===== src/rtl/fcl_pkg.sv =====
package fcl_pkg;

    localparam int DATA_W      = 16;
    localparam int ADDR_W      = 2;
    localparam int SLOTS_DEF   = 6;
    localparam int IDX_W_DEF   = 3;
    localparam int DIV_W_DEF   = 8;

    // status bit positions (software-visible)
    localparam int ST_CMP_BIT  = 7;
    localparam int ST_ACC_BIT  = 5;
    localparam int ST_PV_BIT   = 4;
    // divider readback loaded flag
    localparam int DIV_LD_BIT  = 15;
    // opcode class bit inside slot 0
    localparam int OPC_PE_BIT  = 15;

    typedef enum logic [ADDR_W-1:0] {
        REG_DIV  = 2'd0,
        REG_IDX  = 2'd1,
        REG_WIN  = 2'd2,
        REG_STAT = 2'd3
    } reg_sel_e;

    typedef struct packed {
        logic cmp;
        logic acc;
        logic pv;
    } stat_t;

    typedef struct packed {
        logic div_we;
        logic idx_we;
        logic win_we;
        logic stat_we;
    } wr_dec_t;

    typedef struct packed {
        logic cmp_w1;
        logic acc_w1;
        logic pv_w1;
    } stat_wr_t;

    function automatic wr_dec_t decode_wr(input logic wr, input logic [ADDR_W-1:0] addr);
        wr_dec_t d;
        d.div_we  = wr && (addr == REG_DIV);
        d.idx_we  = wr && (addr == REG_IDX);
        d.win_we  = wr && (addr == REG_WIN);
        d.stat_we = wr && (addr == REG_STAT);
        return d;
    endfunction

    function automatic stat_wr_t stat_bits(input logic [DATA_W-1:0] w);
        stat_wr_t s;
        s.cmp_w1 = w[ST_CMP_BIT];
        s.acc_w1 = w[ST_ACC_BIT];
        s.pv_w1  = w[ST_PV_BIT];
        return s;
    endfunction

    function automatic logic [DATA_W-1:0] stat_word(input stat_t s);
        logic [DATA_W-1:0] w;
        w = '0;
        w[ST_CMP_BIT] = s.cmp;
        w[ST_ACC_BIT] = s.acc;
        w[ST_PV_BIT]  = s.pv;
        return w;
    endfunction

    function automatic logic is_prog_erase(input logic [DATA_W-1:0] slot0);
        return slot0[OPC_PE_BIT];
    endfunction

endpackage


===== src/rtl/fcl_div_reg.sv =====
module fcl_div_reg
    import fcl_pkg::*;
#(
    parameter int DIV_W = DIV_W_DEF
) (
    input  logic             clk,
    input  logic             rst,
    input  logic             wr_en,
    input  logic [DIV_W-1:0] wdata,
    output logic [DIV_W-1:0] div_val,
    output logic             div_loaded
);

    always_ff @(posedge clk) begin
        if (rst) begin
            div_val    <= '0;
            div_loaded <= 1'b0;
        end else if (wr_en) begin
            div_val    <= wdata;
            div_loaded <= 1'b1;
        end
    end


    div_loaded_set_chk: assert property (@(posedge clk) disable iff (rst)
        wr_en |=> div_loaded);


    div_loaded_sticky_chk: assert property (@(posedge clk) disable iff (rst)
        div_loaded |=> div_loaded);

endmodule


===== src/rtl/fcl_slot_bank.sv =====
module fcl_slot_bank
    import fcl_pkg::*;
#(
    parameter int NUM_SLOTS = SLOTS_DEF,
    parameter int IDX_W     = IDX_W_DEF
) (
    input  logic                        clk,
    input  logic                        rst,
    input  logic                        idx_we,
    input  logic                        win_we,
    input  logic [DATA_W-1:0]           wdata,
    input  logic                        busy,
    input  logic                        res_done,
    input  logic [NUM_SLOTS-1:0]        res_we,
    input  logic [NUM_SLOTS*DATA_W-1:0] res_data,
    output logic [IDX_W-1:0]            idx_q,
    output logic [DATA_W-1:0]           win_rdata,
    output logic [NUM_SLOTS*DATA_W-1:0] slots_flat
);

    logic [DATA_W-1:0] slot_q [NUM_SLOTS];
    logic              sw_write;

    assign sw_write = win_we && !busy;

    always_ff @(posedge clk) begin
        if (rst) begin
            idx_q <= '0;
        end else if (idx_we) begin
            idx_q <= wdata[IDX_W-1:0];
        end
    end

    for (genvar g = 0; g < NUM_SLOTS; g++) begin : g_slot
        logic hit;
        assign hit = (idx_q == IDX_W'(g));

        always_ff @(posedge clk) begin
            if (rst) begin
                slot_q[g] <= '0;
            end else if (res_done && res_we[g]) begin
                slot_q[g] <= res_data[g*DATA_W +: DATA_W];
            end else if (sw_write && hit) begin
                slot_q[g] <= wdata;
            end
        end

        assign slots_flat[g*DATA_W +: DATA_W] = slot_q[g];
    end

    always_comb begin
        win_rdata = '0;
        for (int i = 0; i < NUM_SLOTS; i++) begin
            if (idx_q == IDX_W'(i)) win_rdata = slot_q[i];
        end
    end


    locked_slots_chk: assert property (@(posedge clk) disable iff (rst)
        (busy && win_we && !res_done) |=> $stable(slots_flat));


    oob_write_chk: assert property (@(posedge clk) disable iff (rst)
        (win_we && !res_done && (int'(idx_q) >= NUM_SLOTS)) |=> $stable(slots_flat));

endmodule


===== src/rtl/fcl_launch_ctrl.sv =====
module fcl_launch_ctrl
    import fcl_pkg::*;
#(
    parameter int NUM_SLOTS = SLOTS_DEF
) (
    input  logic                        clk,
    input  logic                        rst,
    input  logic                        stat_we,
    input  stat_wr_t                    stat_w,
    input  logic                        opc_pe,
    input  logic                        div_loaded,
    input  logic [NUM_SLOTS*DATA_W-1:0] slots_flat,
    input  logic                        eng_done,
    input  logic                        eng_pviol,
    output stat_t                       stat_q,
    output logic                        eng_start,
    output logic [NUM_SLOTS*DATA_W-1:0] eng_params,
    output logic                        res_done
);

    logic launch_req;
    logic err_any;
    logic pe_block;
    logic go;
    logic reject;

    assign err_any    = stat_q.acc || stat_q.pv;
    assign launch_req = stat_we && stat_w.cmp_w1 && stat_q.cmp;
    assign pe_block   = opc_pe && !div_loaded;
    assign go         = launch_req && !err_any && !pe_block;
    assign reject     = launch_req && !err_any && pe_block;
    assign res_done   = eng_done && !stat_q.cmp;

    always_ff @(posedge clk) begin
        if (rst) begin
            stat_q.cmp <= 1'b1;
            stat_q.acc <= 1'b0;
            stat_q.pv  <= 1'b0;
            eng_start  <= 1'b0;
            eng_params <= '0;
        end else begin
            eng_start <= go;
            if (go) begin
                eng_params <= slots_flat;
                stat_q.cmp <= 1'b0;
            end else if (res_done) begin
                stat_q.cmp <= 1'b1;
            end

            if (reject) begin
                stat_q.acc <= 1'b1;
            end else if (stat_we && stat_w.acc_w1) begin
                stat_q.acc <= 1'b0;
            end

            if (res_done && eng_pviol) begin
                stat_q.pv <= 1'b1;
            end else if (stat_we && stat_w.pv_w1) begin
                stat_q.pv <= 1'b0;
            end
        end
    end


    start_single_chk: assert property (@(posedge clk) disable iff (rst)
        eng_start |=> !eng_start);


    start_busy_chk: assert property (@(posedge clk) disable iff (rst)
        eng_start |-> !stat_q.cmp);


    pe_reject_chk: assert property (@(posedge clk) disable iff (rst)
        (launch_req && !err_any && opc_pe && !div_loaded) |=> (stat_q.acc && stat_q.cmp && !eng_start));


    err_block_chk: assert property (@(posedge clk) disable iff (rst)
        (stat_we && stat_w.cmp_w1 && (stat_q.acc || stat_q.pv)) |=> (!eng_start && stat_q.cmp));


    done_cmp_chk: assert property (@(posedge clk) disable iff (rst)
        (eng_done && !stat_q.cmp) |=> stat_q.cmp);


    acc_hold_chk: assert property (@(posedge clk) disable iff (rst)
        (stat_q.acc && !(stat_we && stat_w.acc_w1)) |=> stat_q.acc);

endmodule


===== src/rtl/flash_cmd_launch.sv =====
module flash_cmd_launch
    import fcl_pkg::*;
#(
    parameter int NUM_SLOTS = SLOTS_DEF,
    parameter int IDX_W     = IDX_W_DEF,
    parameter int DIV_W     = DIV_W_DEF
) (
    input  logic                        clk,
    input  logic                        rst,
    input  logic                        bus_wr,
    input  logic [ADDR_W-1:0]           bus_addr,
    input  logic [DATA_W-1:0]           bus_wdata,
    output logic [DATA_W-1:0]           bus_rdata,
    output logic                        eng_start,
    output logic [NUM_SLOTS*DATA_W-1:0] eng_params,
    input  logic                        eng_done,
    input  logic [NUM_SLOTS-1:0]        eng_res_we,
    input  logic [NUM_SLOTS*DATA_W-1:0] eng_res_data,
    input  logic                        eng_pviol
);

    localparam int DIV_PAD = DATA_W - 1 - DIV_W;
    localparam int IDX_PAD = DATA_W - IDX_W;

    wr_dec_t                     dec;
    logic [DIV_W-1:0]            div_val;
    logic                        div_loaded;
    logic [IDX_W-1:0]            idx_q;
    logic [DATA_W-1:0]           win_rdata;
    logic [NUM_SLOTS*DATA_W-1:0] slots_flat;
    stat_t                       stat_q;
    logic                        res_done;

    assign dec = decode_wr(bus_wr, bus_addr);

    fcl_div_reg #(.DIV_W(DIV_W)) u_div (
        .clk        (clk),
        .rst        (rst),
        .wr_en      (dec.div_we),
        .wdata      (bus_wdata[DIV_W-1:0]),
        .div_val    (div_val),
        .div_loaded (div_loaded)
    );

    fcl_slot_bank #(.NUM_SLOTS(NUM_SLOTS), .IDX_W(IDX_W)) u_slots (
        .clk        (clk),
        .rst        (rst),
        .idx_we     (dec.idx_we),
        .win_we     (dec.win_we),
        .wdata      (bus_wdata),
        .busy       (!stat_q.cmp),
        .res_done   (res_done),
        .res_we     (eng_res_we),
        .res_data   (eng_res_data),
        .idx_q      (idx_q),
        .win_rdata  (win_rdata),
        .slots_flat (slots_flat)
    );

    fcl_launch_ctrl #(.NUM_SLOTS(NUM_SLOTS)) u_launch (
        .clk        (clk),
        .rst        (rst),
        .stat_we    (dec.stat_we),
        .stat_w     (stat_bits(bus_wdata)),
        .opc_pe     (is_prog_erase(slots_flat[DATA_W-1:0])),
        .div_loaded (div_loaded),
        .slots_flat (slots_flat),
        .eng_done   (eng_done),
        .eng_pviol  (eng_pviol),
        .stat_q     (stat_q),
        .eng_start  (eng_start),
        .eng_params (eng_params),
        .res_done   (res_done)
    );

    always_comb begin
        unique case (reg_sel_e'(bus_addr))
            REG_DIV:  bus_rdata = {div_loaded, {DIV_PAD{1'b0}}, div_val};
            REG_IDX:  bus_rdata = {{IDX_PAD{1'b0}}, idx_q};
            REG_WIN:  bus_rdata = win_rdata;
            default:  bus_rdata = stat_word(stat_q);
        endcase
    end


    done_pv_chk: assert property (@(posedge clk) disable iff (rst)
        (eng_done && !stat_q.cmp && eng_pviol) |=> stat_q.pv);


    nonpe_go_chk: assert property (@(posedge clk) disable iff (rst)
        (dec.stat_we && bus_wdata[ST_CMP_BIT] && stat_q.cmp && !stat_q.acc && !stat_q.pv
         && !slots_flat[OPC_PE_BIT]) |=> eng_start);

endmodule


===== config.mk =====
export PLATFORM = sky130hd
export DESIGN_NAME = flash_cmd_launch
export DESIGN_NICKNAME = d
export VERILOG_FILES = /design/src/rtl/fcl_pkg.sv /design/src/rtl/fcl_div_reg.sv /design/src/rtl/fcl_slot_bank.sv /design/src/rtl/fcl_launch_ctrl.sv /design/src/rtl/flash_cmd_launch.sv
export SDC_FILE = /design/constraint.sdc
export NUM_CORES = 1
export LEC_CHECK = 0
export BUFFER_PORTS_ARGS = -buffer_cell sky130_fd_sc_hd__buf_2
export CAP_MARGIN = 25
export CORE_ASPECT_RATIO = 1.2
export CORE_MARGIN = 2
export CORE_UTILIZATION = 40
export DETAILED_ROUTE_END_ITERATION = 10
export GPL_TIMING_DRIVEN = 0
export SYNTH_ARGS = -nofsm -noshare
export SYNTH_HDL_FRONTEND = slang
export SYNTH_SLANG_ARGS = --single-unit
export TNS_END_PERCENT = 10

===== constraint.sdc =====
create_clock -name clk -period 3.05 [get_ports clk]
set_input_delay 0.4575 -clock clk [delete_from_list [all_inputs] [get_ports clk]]
set_output_delay 0.4575 -clock clk [all_outputs]
set_load 0.01 [all_outputs]

After elaboration in Yosys (flattened, before gate mapping):

Memory sizes are Yosys's and may differ from the RTL's.
Index checks and enable logic that the tools add are counted.

* equality and inequality tests: 8
* reduce and logical (&&, ||, !) cells: 37
* muxes and demuxes: 69
* bitwise gates (word level): 12

Operators with widths (number)
* $mux W16: 18
* $mux W1: 50
* $pmux W16 S3: 1
* $logic_and A1 B1 Y1: 27
* $or A1 B1 Y1: 12
* $eq A3 B2 Y1 const B: 2
* $eq A3 B3 Y1 const B: 2
* $reduce_bool A2 Y1: 3
* $eq A2 B2 Y1 const B: 2
* $logic_not A1 Y1: 4
* $eq A3 B1 Y1 const B: 1
* $logic_not A3 Y1: 1
* $eq A2 B1 Y1 const B: 1
* $logic_not A2 Y1: 1
* $logic_or A1 B1 Y1: 1

* memory bits (writable): 96
* register bits after elaboration: 112
* memories kept: 1
* bits of input ports: 125
* word-level logic and storage cells: 135

Memories
* u_slots.slot_q: depth 6, width 16, read ports 6, clocked after Yosys merged registers in 0, write ports 6, RTL line fcl_slot_bank.sv:21 `logic [DATA_W-1:0] slot_q [NUM_SLOTS];`

Longest topological paths before layout:

* word-level depth: 9
* mapped depth: 8
* gate-level depth less buffers: 4

Hierarchy:

A second synthesis with hierarchy kept.

* cell total of the unflattened synthesis: 973
* area, all modules: 10500.1 um^2

Modules (own cells, without submodules)
* fcl_slot_bank: instances 1, area an instance 5460.2 um^2, sequential area each 2942.8 um^2, cells each 472
* fcl_launch_ctrl: instances 1, area an instance 4429.2 um^2, sequential area each 2001.9 um^2, cells each 434
* fcl_div_reg: instances 1, area an instance 312.8 um^2, sequential area each 180.2 um^2, cells each 29
* flash_cmd_launch: instances 1, area an instance 297.8 um^2, sequential area each 0.0 um^2, cells each 38

Least setup slack after synthesis:

Ideal clock, no wire load.

* path kind: in2reg
* start point: input port bus_addr[0]
* end point: memory u_slots.slot_q[4][0] (netlist: u_slots.slot_q[2][0]) (enable)
* buffers on the path: 1
* cell stages on the path: 4
* arrival time: 2.338 ns
* library setup time: 0.414 ns
* slack: 0.298 ns
* cells stage by stage: buf_4 -> nor3b_4 -> nand3_4 -> o31ai_1

RTL lines
* from (decl): RTL line flash_cmd_launch.sv:11 `input logic [ADDR_W-1:0] bus_addr,`
* to (decl): RTL line fcl_slot_bank.sv:21

Worst setup path after layout:

* start point: register u_slots.idx_q[1]
* end point: output port bus_rdata[2]

* cells in the longest elaborated chain, start to end: 8
* elaborated cells on any way between the ends: 13

RTL lines
* from (decl): RTL line fcl_slot_bank.sv:16 `output logic [IDX_W-1:0] idx_q,`
* from (signal assigned): RTL line fcl_slot_bank.sv:30 `idx_q <= wdata[IDX_W-1:0];`
* $logic_not A3 Y1: RTL line fcl_slot_bank.sv:54 `if (idx_q == IDX_W'(i)) win_rdata = slot_q[i];`
* $mux W16 (5 in series): RTL line fcl_slot_bank.sv:54
* $mux W16 *: RTL line fcl_slot_bank.sv:54
* $pmux W16 S3 *: RTL line flash_cmd_launch.sv:77 `unique case (reg_sel_e'(bus_addr))`
* to (decl): RTL line flash_cmd_launch.sv:13 `output logic [DATA_W-1:0] bus_rdata,`

Every way passes the cells marked *; elsewhere a longest branch is shown, timed or not.

==> impl_results.md <==
- Post-place instance area: 10600 um^2
- Clk_skew: about 0.0063 ns
- Drt first pass iters: 5
- Post-route core utilization: 0.505
- Synth Warn #: 0
- Sequential area share after synthesis: 0.569
- Synth async-reset ratio: 0
- Cell family with most CP delay: compound AO/OA/AOI/OAI gates
- RSZ-0062 raised after global routing: true
- Hold_buf cts: 0
- Buffer depth of the longest clock path: 3
- Outcome: finished, final reports clean
- FMAX: between 0.3 and 0.4 GHz
- Initial Utilization: 0.404
- Count of cell types in the netlist: 49
- Vias per cell: roughly 5.7
- Crit path capture type: output port
- RePlAce Congestion: 0.963
- Clock slew at reported path FFs: ~0.06 ns
- Min Tclk post-route: 2.99 ns
- Clock sink count: ~210
- CTS H-tree lvls: 1
- Die area: 23800 um^2
- Total congestion overflow: 0
- Critical path's largest stage delay: 0.43 ns
- DP HPWL: roughly 26 mm
- First-pass GRT wire length: 47.4 mm
- Slew at the pin closest to its max-slew limit: 0.926 ns
- CP Cell Sequence: buf_4 -> buf_2 -> a21oi_1 -> a2111oi_0 -> a31oi_1 -> o22ai_1 -> buf_2
- Syn Inst Count: roughly 900
- Post-CTS resize count: 8
- Antenna violations before repair: 1
- Mapped Area: 9010 um^2
- Synthesized area per cell: 9.97 um^2
- Vias in the first global route: just under 8k
- Final hold viol count: 0
- Worst min path class: input pin to flop
- TritonCTS clock tree: yes
- Commonest cells post-synth: 219 x nand2_1, 116 x a21oi_1, 112 x dfxtp_1
- Peak VDD IR: 0.381 mV
- Crit path buf inv count: 3
- Worst EP required: 2.59 ns
- Area share of the largest cell type after synthesis: 0.320
- Post-DR wirelength/cell: about 23 um
- Fraction of layout cells with a size suffix above 1: 0.282
- Most common cell in the netlist: nand2_1
- Post-synth EDFFs: 96
- Lkg Pwr: 4.57 nW
- IO buf count: 230
- Pin count of the biggest net entering global routing: 15
- Post-route ant nets: 0
- Crit-path max FO: 10
- Slew headroom: 0.379
- Die Span X: 141 um
- Max-slew violations: 0
- Detailed router's first-iteration violation count: 646
- Die Ht: 168 um
- Largest area contributor in the netlist: edfxtp_1
- CP max-delay cell: dfxtp_2
- Commonest register cell after synthesis: dfxtp_1
- Fin area: 11300 um^2
- # Post-CTS Setup Buffers: 0
- Max cap viols: 0
- DRC viols: 0
- Power Dens Cells: 542 nW/um^2
- Placed insts: 1419
- Post-Layout Cell Count: 1457
- Total power: 6.10 mW
- Syn nets: about 1k
- Synth Register Bits: 208
- Vias: around 8k
- Num CTS Buffers: 21
- Crit start category: flop
- Num ports: 238
- Fillers: 2145
- GRT Total Usage: 0.274
- Worst-Skew Late Latency: 0.50 ns
- Core area: about 22000 um^2
- Root Buffer: clkbuf_16
- Fin crit share: 0.979
- Worst endpoint data arrival time: roughly 2.5 ns
- Hold Slack: 0.238 ns
- Setup-failing EPs final: 0
- Most frequent cell on the critical path: buf_2
- Final net count: ~1.3k
- Area contributors post-synth: edfxtp_1 32%, dfxtp_1 25%, nand2_1 9.1%, a22o_1 8.1%, a21oi_1 6.4%
- Layout area overhead: 24.8%
- Row count: 60
- Final WL: approximately 34 mm
- Critical setup path kind: flop to output port
## final timing paths
check / slack (ns) / to / cells after the start / from
worst min-delay path: 0.24 / u_slots.slot_q[2][24] / 2 / eng_res_data[88]
worst max-delay path: 0.06 / bus_rdata[2] / 7 / u_slots.idx_q[1]
worst max register to register: 0.47 / u_slots.slot_q[2][8] / 5 / u_slots.idx_q[2]
worst min register to register: 0.45 / u_launch.eng_params[52] / 2 / u_launch.eng_params[52]
## flip-flops by register name, indices dropped and copies added, names as in the netlist
| name | flops |
|---|---|
| u_launch.stat_q | 3 |
| u_div.div_loaded | 1 |
| u_launch.eng_params | 96 |
| u_div.div_val | 8 |
| u_slots.slot_q | 96 |
| u_slots.idx_q | 3 |
| u_launch.eng_start | 1 |
## per-layer routing
| metal | global-route usage | up-vias | wire length, um |
|---|---|---|---|
| met5 | 0 | - | 0 |
| met4 | 0.0983 | 0 | 1170 |
| li1 | - | 3796 | - |
| met1 | 0.359 | 3964 | 13600 |
| met2 | 0.459 | 406 | 15900 |
| met3 | 0.0438 | 69 | 2860 |
## stage by stage
step,setup TNS [ns],worst slack [ns]
floorplan,0,0.298
global placement,-36.68,-0.464
detailed placement,0,0.0152
CTS,0,0.00642
global route,-0.0263,-0.0263
finish,0,0.0637
## cell type report
class	instances	area [um^2]	share of cell area
plain buffers	80	369	0.0328
diodes	1	2.50	0.000222
clock buffers	28	562	0.0499
clock inverters	9	93.8	0.00834
flip-flops and latches	208	5130	0.456
inverters	4	15.0	0.00133
multi-input cells	612	3530	0.314
repair buffers	236	1200	0.107
well taps	279	349	0.0310
## logic make-up (layout without fill, tap and decap cells)
family          count (synthesis)  after routing  share of synthesized area
compound gates                289            289                      0.222
buf+inv                        84            357                     0.0416
flops                         208            208                      0.569
mux                            20             20                     0.0222
other cells                     0              1                          0
simple gates                  303            303                      0.146
## layout by cell type, fill, tap and decap left out, drive strengths merged, types with 2 or more instances in the layout
| master | synthesis | routed |
|---|---|---|
| buf | 29 | 265 |
| nand2 | 219 | 219 |
| a21oi | 116 | 116 |
| dfxtp | 112 | 112 |
| edfxtp | 96 | 96 |
| a22o | 83 | 83 |
| clkbuf | 51 | 79 |
| nor2 | 37 | 37 |
| o21ai | 22 | 22 |
| mux2i | 20 | 20 |
| o221a | 16 | 16 |
| o22ai | 14 | 14 |
| and3 | 9 | 9 |
| nand2b | 8 | 8 |
| a31oi | 8 | 8 |
| and2 | 7 | 7 |
| clkinv | 1 | 7 |
| a211oi | 6 | 6 |
| a2111oi | 5 | 5 |
| a21o | 4 | 4 |
| inv | 3 | 4 |
| nor3b | 4 | 4 |
| or2 | 3 | 3 |
| a31o | 3 | 3 |
| nor2b | 3 | 3 |
| or3 | 3 | 3 |
| nand3 | 3 | 3 |
| nor3 | 3 | 3 |
| o221ai | 2 | 2 |
| o32ai | 2 | 2 |
| a221o | 2 | 2 |
| a22oi | 2 | 2 |
| bufinv | 0 | 2 |
## where the power goes
group / internal [mW] / leakage (nW) / total, mW / switching, mW
combinational: 0.170 / 2.34 / 0.488 / 0.318
clock: 1.46 / 0.325 / 2.55 / 1.08
sequential: 2.99 / 1.90 / 3.07 / 0.0756
(Power assumes the default switching activity.)
